$ cat src/rtl/packer_pkg.sv
package packer_pkg;

  localparam int OFS_W   = 20;
  localparam int DATA_W  = 32;

  localparam logic [7:0] OP_DIRECT  = 8'h01;
  localparam logic [7:0] OP_INDEXED = 8'h09;
  localparam logic [3:0] ALL_BYTES  = 4'hF;

  typedef enum logic [3:0] {
    ST_IDLE,
    ST_DVAL,
    ST_DCMD,
    ST_ICNT,
    ST_ICMD,
    ST_IVAL,
    ST_MVAL,
    ST_MCNT,
    ST_PAD,
    ST_FILL
  } pk_state_e;

  function automatic logic [DATA_W-1:0] direct_word(input logic [OFS_W-1:0] ofs);
    return {OP_DIRECT, ALL_BYTES, ofs};
  endfunction

  function automatic logic [DATA_W-1:0] indexed_word(input logic [OFS_W-1:0] ofs);
    return {OP_INDEXED, 4'h0, ofs};
  endfunction

endpackage

$ cat src/rtl/pk_buf_ram.sv
module pk_buf_ram #(
  parameter int DEPTH  = 64,
  parameter int DATA_W = 32,
  localparam int AW    = $clog2(DEPTH)
) (
  input  logic              clk,
  input  logic              we,
  input  logic [AW-1:0]     waddr,
  input  logic [DATA_W-1:0] wdata,
  input  logic [AW-1:0]     raddr,
  output logic [DATA_W-1:0] rdata
);

  logic [DATA_W-1:0] mem [DEPTH];

  always_ff @(posedge clk) begin
    if (we) mem[waddr] <= wdata;
    rdata <= mem[raddr];
  end

endmodule

$ cat src/rtl/pk_tail_calc.sv
module pk_tail_calc #(
  parameter int DEPTH   = 64,
  parameter int LINE_DW = 16,
  localparam int PW     = $clog2(DEPTH) + 1
) (
  input  logic [PW-1:0] free_pos,
  output logic [PW-1:0] line_end
);

  localparam logic [PW-1:0] LMASK = PW'(LINE_DW - 1);

  // round the word position up to the next full line
  always_comb line_end = (free_pos + LMASK) & ~LMASK;

endmodule

$ cat src/rtl/pk_emit_fsm.sv
module pk_emit_fsm
  import packer_pkg::*;
#(
  parameter int DEPTH = 64,
  localparam int PW   = $clog2(DEPTH) + 1,
  localparam int AW   = $clog2(DEPTH)
) (
  input  logic              clk,
  input  logic              rst,
  input  logic              req_valid,
  input  logic              req_indexed,
  input  logic [OFS_W-1:0]  req_offset,
  input  logic [DATA_W-1:0] req_value,
  input  logic              fin_start,
  input  logic              commit,
  input  logic [PW-1:0]     line_end,
  output logic              req_ready,
  output logic              busy,
  output logic              wr_en,
  output logic [AW-1:0]     wr_addr,
  output logic [DATA_W-1:0] wr_data,
  output logic [PW-1:0]     free_pos,
  output logic [PW-1:0]     ins_start,
  output logic [PW-1:0]     fill_end,
  output logic              overflow,
  output logic              fin_done
);

  localparam logic [PW:0] CAP = (PW+1)'(DEPTH);

  pk_state_e         state;
  logic [OFS_W-1:0]  lat_ofs;
  logic [DATA_W-1:0] lat_val;
  logic              open_v, open_idx;
  logic [OFS_W-1:0]  open_ofs;
  logic [PW-1:0]     cnt;
  logic [PW-1:0]     fill_ptr;

  logic [PW:0] fp_x, al_x;
  logic        room_dir, room_idx, room_one, merge_hit;

  always_comb begin
    fp_x      = {1'b0, free_pos};
    al_x      = fp_x + (PW+1)'(free_pos[0]);
    room_dir  = (fp_x + (PW+1)'(2)) <= CAP;
    room_idx  = (al_x + (PW+1)'(3)) <= CAP;
    room_one  = fp_x < CAP;
    merge_hit = open_v && open_idx && (open_ofs == req_offset);
  end

  assign busy      = (state != ST_IDLE);
  assign req_ready = (state == ST_IDLE) && !commit && !fin_start;

  // write port: one word per cycle
  always_comb begin
    wr_en   = 1'b0;
    wr_addr = free_pos[AW-1:0];
    wr_data = '0;
    unique case (state)
      ST_DVAL: begin wr_en = 1'b1; wr_data = lat_val; end
      ST_DCMD: begin wr_en = 1'b1; wr_data = direct_word(lat_ofs); end
      ST_ICNT: begin wr_en = 1'b1; wr_data = DATA_W'(1); end
      ST_ICMD: begin wr_en = 1'b1; wr_data = indexed_word(lat_ofs); end
      ST_IVAL: begin wr_en = 1'b1; wr_data = lat_val; end
      ST_MVAL: begin wr_en = 1'b1; wr_data = lat_val; end
      ST_MCNT: begin
        wr_en   = 1'b1;
        wr_addr = ins_start[AW-1:0];
        wr_data = DATA_W'(cnt);
      end
      ST_PAD:  begin wr_en = free_pos[0]; wr_data = '0; end
      ST_FILL: begin
        wr_en   = (fill_ptr != fill_end);
        wr_addr = fill_ptr[AW-1:0];
      end
      default: ;
    endcase
  end

  always_ff @(posedge clk) begin
    if (rst) begin
      state     <= ST_IDLE;
      free_pos  <= '0;
      ins_start <= '0;
      fill_end  <= '0;
      fill_ptr  <= '0;
      overflow  <= 1'b0;
      fin_done  <= 1'b0;
      open_v    <= 1'b0;
      open_idx  <= 1'b0;
      open_ofs  <= '0;
      cnt       <= '0;
      lat_ofs   <= '0;
      lat_val   <= '0;
    end else begin
      fin_done <= 1'b0;
      unique case (state)
        ST_IDLE: begin
          if (commit) begin
            free_pos  <= '0;
            ins_start <= '0;
            open_v    <= 1'b0;
            overflow  <= 1'b0;
          end else if (fin_start) begin
            fill_ptr <= free_pos;
            fill_end <= line_end;
            state    <= ST_FILL;
          end else if (req_valid) begin
            lat_ofs <= req_offset;
            lat_val <= req_value;
            if (!req_indexed) begin
              if (room_dir) state <= ST_DVAL;
              else          overflow <= 1'b1;
            end else if (merge_hit) begin
              if (room_one) state <= ST_MVAL;
              else          overflow <= 1'b1;
            end else if (room_idx) begin
              free_pos  <= al_x[PW-1:0];
              ins_start <= al_x[PW-1:0];
              state     <= ST_ICNT;
            end else begin
              overflow <= 1'b1;
            end
          end
        end
        ST_DVAL: begin
          ins_start <= free_pos;
          free_pos  <= free_pos + PW'(1);
          state     <= ST_DCMD;
        end
        ST_DCMD: begin
          free_pos <= free_pos + PW'(1);
          open_v   <= 1'b1;
          open_idx <= 1'b0;
          open_ofs <= lat_ofs;
          state    <= ST_IDLE;
        end
        ST_ICNT: begin
          free_pos <= free_pos + PW'(1);
          cnt      <= PW'(1);
          state    <= ST_ICMD;
        end
        ST_ICMD: begin
          free_pos <= free_pos + PW'(1);
          state    <= ST_IVAL;
        end
        ST_IVAL: begin
          free_pos <= free_pos + PW'(1);
          open_v   <= 1'b1;
          open_idx <= 1'b1;
          open_ofs <= lat_ofs;
          state    <= ST_PAD;
        end
        ST_MVAL: begin
          free_pos <= free_pos + PW'(1);
          cnt      <= cnt + PW'(1);
          state    <= ST_MCNT;
        end
        ST_MCNT: state <= ST_PAD;
        ST_PAD:  state <= ST_IDLE;
        ST_FILL: begin
          if (fill_ptr == fill_end) begin
            fin_done <= 1'b1;
            state    <= ST_IDLE;
          end else begin
            fill_ptr <= fill_ptr + PW'(1);
          end
        end
        default: state <= ST_IDLE;
      endcase
    end
  end

endmodule

$ cat src/rtl/idx_cmd_packer.sv
module idx_cmd_packer
  import packer_pkg::*;
#(
  parameter int DEPTH   = 64,
  parameter int LINE_DW = 16,
  localparam int PW     = $clog2(DEPTH) + 1,
  localparam int AW     = $clog2(DEPTH),
  localparam int TW     = PW + 2
) (
  input  logic              clk,
  input  logic              rst,
  input  logic              req_valid,
  output logic              req_ready,
  input  logic              req_indexed,
  input  logic [19:0]       req_offset,
  input  logic [31:0]       req_value,
  input  logic              fin_start,
  output logic              fin_done,
  output logic [TW-1:0]     tail_bytes,
  input  logic              commit,
  output logic              overflow,
  input  logic [AW-1:0]     rd_addr,
  output logic [31:0]       rd_data
);

  logic              wr_en;
  logic [AW-1:0]     wr_addr;
  logic [DATA_W-1:0] wr_data;
  logic [PW-1:0]     free_pos, ins_start, fill_end, line_end;
  logic              emit_busy;

  pk_tail_calc #(.DEPTH(DEPTH), .LINE_DW(LINE_DW)) tail_i (
    .free_pos (free_pos),
    .line_end (line_end)
  );

  pk_emit_fsm #(.DEPTH(DEPTH)) fsm_i (
    .clk         (clk),
    .rst         (rst),
    .req_valid   (req_valid),
    .req_indexed (req_indexed),
    .req_offset  (req_offset),
    .req_value   (req_value),
    .fin_start   (fin_start),
    .commit      (commit),
    .line_end    (line_end),
    .req_ready   (req_ready),
    .busy        (emit_busy),
    .wr_en       (wr_en),
    .wr_addr     (wr_addr),
    .wr_data     (wr_data),
    .free_pos    (free_pos),
    .ins_start   (ins_start),
    .fill_end    (fill_end),
    .overflow    (overflow),
    .fin_done    (fin_done)
  );

  pk_buf_ram #(.DEPTH(DEPTH), .DATA_W(DATA_W)) ram_i (
    .clk   (clk),
    .we    (wr_en),
    .waddr (wr_addr),
    .wdata (wr_data),
    .raddr (rd_addr),
    .rdata (rd_data)
  );

  assign tail_bytes = {fill_end, 2'b00};

endmodule

$ cat config.mk
export PLATFORM = sky130hd
export DESIGN_NAME = idx_cmd_packer
export DESIGN_NICKNAME = d
export VERILOG_FILES = /design/src/rtl/packer_pkg.sv /design/src/rtl/pk_buf_ram.sv /design/src/rtl/pk_tail_calc.sv /design/src/rtl/pk_emit_fsm.sv /design/src/rtl/idx_cmd_packer.sv
export SDC_FILE = /design/constraint.sdc
export NUM_CORES = 2
export LEC_CHECK = 0
export BUFFER_PORTS_ARGS = -buffer_cell sky130_fd_sc_hd__buf_2
export CORE_MARGIN = 1.5
export CORE_UTILIZATION = 45
export CTS_CLUSTER_DIAMETER = 40
export DETAILED_ROUTE_END_ITERATION = 6
export GPL_ROUTABILITY_DRIVEN = 0
export PLACE_DENSITY_LB_ADDON = 0.2
export SLEW_MARGIN = 40
export SYNTH_ARGS = -nofsm -noshare
export SYNTH_HDL_FRONTEND = slang
export SYNTH_SLANG_ARGS = --single-unit
$ cat constraint.sdc
create_clock -name clk -period 7.77 [get_ports clk]
set_clock_uncertainty 0.1 [all_clocks]
set_input_delay 1.1655 -clock clk [delete_from_list [all_inputs] [get_ports clk]]
set_output_delay 1.1655 -clock clk [all_outputs]
set_load 0.02 [all_outputs]
==> flow_summary.html <==
<table>
<tr><th>Metric</th><th>Value</th></tr>
<tr><th colspan="2">Timing</th></tr>
<tr><td>Actual transition at the worst max-transition pin</td><td>0.909 ns</td></tr>
<tr><td>Setup repair after global routing missed its margin</td><td>false</td></tr>
<tr><td>Fin crit share</td><td>60.5%</td></tr>
<tr><td>Pins over their slew limit</td><td>0</td></tr>
<tr><td>Number of setup violations in the final report</td><td>0</td></tr>
<tr><td>Final min period</td><td>4.70 ns</td></tr>
<tr><td>Relative slew slack</td><td>39.4%</td></tr>
<tr><td>Sum of negative setup slack</td><td>0 ns</td></tr>
<tr><td>Timing-limited maximum frequency</td><td>213 MHz</td></tr>
<tr><td>Final Hold Fails</td><td>0</td></tr>
<tr><th colspan="2">Logic synthesis</th></tr>
<tr><td>Fraction of synthesis flops using an asynchronous set or reset pin</td><td>0%</td></tr>
<tr><td>Area of the mapped netlist</td><td>84100 µm²</td></tr>
<tr><td>Area fraction of the dominant cell type after synthesis</td><td>73.1%</td></tr>
<tr><td>Biggest area consumer among synthesized cells</td><td>sky130_fd_sc_hd__edfxtp_1</td></tr>
<tr><td>Register area share after synthesis</td><td>76.5%</td></tr>
<tr><td>Main flop type after synthesis</td><td>sky130_fd_sc_hd__edfxtp_1</td></tr>
<tr><td>Number of flops mapped to enable cells by yosys</td><td>2048</td></tr>
<tr><td>Top cell types by occurrence after synthesis</td><td>sky130_fd_sc_hd__edfxtp_1, sky130_fd_sc_hd__mux4_2, sky130_fd_sc_hd__nand2_1</td></tr>
<tr><td>Syn. warnings</td><td>0</td></tr>
<tr><td>Yosys reg bits</td><td>2190</td></tr>
<tr><td>Leading cell types by total area after synthesis</td><td>sky130_fd_sc_hd__edfxtp_1, sky130_fd_sc_hd__mux4_2, sky130_fd_sc_hd__dfxtp_1</td></tr>
<tr><td>Synth Instances</td><td>3848</td></tr>
<tr><td>Synth unique cells</td><td>67</td></tr>
<tr><td>Average size of a mapped cell</td><td>21.9 µm²</td></tr>
<tr><td>Most repeated cell in the gate-level netlist after synthesis</td><td>sky130_fd_sc_hd__edfxtp_1</td></tr>
<tr><th colspan="2">CTS</th></tr>
<tr><td>CTS Hold Bufs</td><td>0</td></tr>
<tr><td>Clock tree from TritonCTS</td><td>built</td></tr>
<tr><td>Number of cells upsized or downsized after cts</td><td>0</td></tr>
<tr><td>CTS clock-pin slew for the worst setup and hold paths</td><td>0.06 ns</td></tr>
<tr><td>Maximum clock path buffer count</td><td>4</td></tr>
<tr><td>Total clock buffers created by CTS</td><td>307</td></tr>
<tr><td>Setup fix buffers added after clock tree synthesis</td><td>0</td></tr>
<tr><td>CTS root buffer</td><td>sky130_fd_sc_hd__clkbuf_16</td></tr>
<tr><td>Number of sinks driven by the clock tree</td><td>2190</td></tr>
<tr><td>Maximum level of the CTS H-tree</td><td>5</td></tr>
<tr><td>Clk_lat worst skew</td><td>0.91 ns</td></tr>
<tr><th colspan="2">Floorplanning</th></tr>
<tr><td>Die Footprint</td><td>189000 µm²</td></tr>
<tr><td>Effective utilization at floorplan</td><td>45.3%</td></tr>
<tr><td>Placement row count</td><td>158</td></tr>
<tr><td>Die Height</td><td>435 µm</td></tr>
<tr><td>Core Box Area</td><td>185000 µm²</td></tr>
<tr><td>Number of primary I/O pins</td><td>108</td></tr>
<tr><td>Die X</td><td>435 µm</td></tr>
<tr><th colspan="2">Place</th></tr>
<tr><td>Port Buffers</td><td>101</td></tr>
<tr><td>Total instance count after detailed placement</td><td>6353</td></tr>
<tr><td>Final HPWL from detailed placement</td><td>117000 µm</td></tr>
<tr><th colspan="2">Worst hold path</th></tr>
<tr><td>Hold crit path type</td><td>reg2reg</td></tr>
<tr><th colspan="2">Global route</th></tr>
<tr><td>Wire length of the first global-routing pass</td><td>303000 µm</td></tr>
<tr><td>Vias in the first global route</td><td>41647</td></tr>
<tr><td>GR Util All Layers</td><td>22.3%</td></tr>
<tr><td>Global route overflow</td><td>0</td></tr>
<tr><td>Maximum number of pins on one net before global-route repair</td><td>108</td></tr>
<tr><td>Antenna violations before repair</td><td>8</td></tr>
<tr><th colspan="2">Power</th></tr>
<tr><td>Int Pwr</td><td>22.2 mW</td></tr>
<tr><td>Power spent charging and discharging nets</td><td>6.56 mW</td></tr>
<tr><td>Power density relative to cell area</td><td>292 nW/µm²</td></tr>
<tr><td>Proportion of power drawn by the clock network</td><td>47.1%</td></tr>
<tr><td>Net switching share of the total power</td><td>22.8%</td></tr>
<tr><td>VDD IR max</td><td>188 µV</td></tr>
<tr><td>Logic gate share of total power</td><td>6.5%</td></tr>
<tr><td>Proportion of power drawn by flip-flops and latches</td><td>46.4%</td></tr>
<tr><td>Leakage power summed over all cells</td><td>31.4 nW</td></tr>
<tr><th colspan="2">Routing</th></tr>
<tr><td>Total vias in the final route</td><td>40873</td></tr>
<tr><td>Drt first pass iters</td><td>6</td></tr>
<tr><td>DRC errors left</td><td>0</td></tr>
<tr><td>DRC marker count from the first detailed-route iteration</td><td>4770</td></tr>
<tr><td>Avg Vias per Cell</td><td>5.93</td></tr>
<tr><td>Final wirelength</td><td>212000 µm</td></tr>
<tr><td>WL/cell</td><td>30.7 µm</td></tr>
<tr><td>Number of nets with antenna violations after detailed routing</td><td>0</td></tr>
<tr><th colspan="2">Critical path</th></tr>
<tr><td>Class of the most critical setup path</td><td>reg2reg</td></tr>
<tr><td>Arrival time reported for the critical path endpoint</td><td>5.18 ns</td></tr>
<tr><td>Critical Path Start Type</td><td>register</td></tr>
<tr><td>Required time worst endpoint</td><td>8.25 ns</td></tr>
<tr><td>Highest fanout seen on the critical path</td><td>20</td></tr>
<tr><td>Nature of the critical path endpoint</td><td>register</td></tr>
<tr><th colspan="2">Finish</th></tr>
<tr><td>Filler instances</td><td>14350</td></tr>
<tr><td>Number of cells in the finished layout apart from fillers</td><td>6898</td></tr>
<tr><td>Nets</td><td>4254</td></tr>
<tr><td>Layout overhead on the synthesized area</td><td>17.3%</td></tr>
<tr><td>Share of final-layout standard cells stronger than drive strength 1</td><td>33.6%</td></tr>
<tr><th colspan="2">Job</th></tr>
<tr><td># Max-Cap Violations</td><td>0</td></tr>
<tr><th colspan="2">Run status</th></tr>
<tr><td>Outcome</td><td>complete, no violations</td></tr>
</table>
[critical path, stage by stage, from the launching register on]
cell and delay (ns):
sky130_fd_sc_hd__dfxtp_1 0.73, sky130_fd_sc_hd__buf_4 0.36, sky130_fd_sc_hd__and4bb_2 0.50, sky130_fd_sc_hd__nor2_1 0.18, sky130_fd_sc_hd__a21boi_0 0.60, sky130_fd_sc_hd__nand3_2 0.59
sky130_fd_sc_hd__nor2_4 0.86, sky130_fd_sc_hd__buf_4 0.40
[stage by stage]
stage	hold slack, ns	worst slack (ns)	power, mW	instance area [µm²]	util [%]
finish	0.330	3.07	28.8	98600	53.2
floorplan	0.332	1.90	14.7	84100	-
detailed placement	0.345	3.09	15.5	88600	47.8
CTS	0.342	3.08	29.0	98500	53.1
global route	0.358	2.81	29.6	98600	53.2
global placement	0.343	3.01	15.5	88500	47.7
[routing by layer]
metal | share of wire, % | track usage (%) | routed length (µm)
met5 | 0.0033 | 0 | 7
met4 | 2.3 | 5.63 | 4800
met3 | 7.1 | 4.11 | 15100
met2 | 49 | 35.7 | 103000
met1 | 42 | 31.9 | 89000
[power by group through the flow]
stage	combinational, mW	clock [mW]	sequential (mW)
6_report	1.87	13.6	13.4
5_1_grt	2.00	14.2	13.4
4_1_cts	1.89	13.8	13.4
3_5_place_dp	1.89	0	13.6
3_3_place_gp	1.87	0	13.6
2_1_floorplan	1.13	0	13.6
[state kept, by name, indices dropped and copies added (netlist names)]
register	cells
ram_i.mem	2048
fsm_i.lat_val	32
ram_i.rdata	32
fsm_i.lat_ofs	20
fsm_i.open_ofs	20
fsm_i.cnt	7
fsm_i.fill_ptr	7
fsm_i.free_pos	7
fsm_i.ins_start	6
fsm_i.state	4
fsm_i.fill_end	3
fsm_i.fin_done	1
fsm_i.open_idx	1
fsm_i.open_v	1
fsm_i.overflow	1
[placed cells by master (no fill, tap or decap), types with 22 or more instances in the layout]
cell type	count
sky130_fd_sc_hd__nor2_4	60
sky130_fd_sc_hd__buf_4	129
sky130_fd_sc_hd__clkbuf_16	315
sky130_fd_sc_hd__clkinv_2	37
sky130_fd_sc_hd__buf_2	97
sky130_fd_sc_hd__inv_6	31
sky130_fd_sc_hd__edfxtp_1	2048
sky130_fd_sc_hd__bufinv_16	27
sky130_fd_sc_hd__clkinv_1	25
sky130_fd_sc_hd__xnor2_1	22
sky130_fd_sc_hd__clkbuf_1	38
sky130_fd_sc_hd__nor2_1	42
sky130_fd_sc_hd__mux4_2	634
sky130_fd_sc_hd__clkinvlp_4	30
sky130_fd_sc_hd__a21oi_1	103
sky130_fd_sc_hd__dfxtp_1	142
sky130_fd_sc_hd__clkinv_4	25
sky130_fd_sc_hd__nand2_1	215
sky130_fd_sc_hd__a22oi_1	62
sky130_fd_sc_hd__nand3_1	25
[cells by family (layout without fill, tap and decap cells)]
| kind of cell | count (synthesis) | count (layout) | share of synthesized area, % |
|---|---|---|---|
| buf+inv | 243 | 807 | 1.32 |
| mux | 651 | 651 | 17.2 |
| other cells | 1 | 7 | 0.00446 |
| xor+xnor | 28 | 28 | 0.292 |
| flops | 2190 | 2190 | 76.5 |
| compound gates | 277 | 277 | 2.17 |
| simple gates | 453 | 453 | 2.43 |
| fa+ha+maj | 5 | 5 | 0.0744 |
[layout make-up]
cell class | count | area (µm²) | area share, %
Tap cell | 2480 | 3100 | 3.15
Clock buffer | 355 | 8040 | 8.16
Clock inverter | 186 | 1940 | 1.97
Inverter | 19 | 78.8 | 0.0799
Sequential cell | 2190 | 64300 | 65.3
Antenna cell | 1 | 2.50 | 0.00254
Timing Repair Buffer | 247 | 1810 | 1.84
Multi-Input combinational cell | 1420 | 19300 | 19.6
[worst paths after layout]
path	slack (ns)	cells past startpoint	from	endpoint
min reg2reg	0.33	2	fsm_i.lat_ofs[18]$_SDFFE_PP0P_	fsm_i.open_ofs[18]$_SDFFE_PP0P_
max	3.07	7	fsm_i.state[3]$_SDFFE_PP0P_	ram_i.mem[37][27]$_DFFE_PP_
max reg2reg	3.07	7	fsm_i.state[3]$_SDFFE_PP0P_	ram_i.mem[37][27]$_DFFE_PP_
min	0.33	2	fsm_i.lat_ofs[18]$_SDFFE_PP0P_	fsm_i.open_ofs[18]$_SDFFE_PP0P_
(Power assumes the default switching activity.)
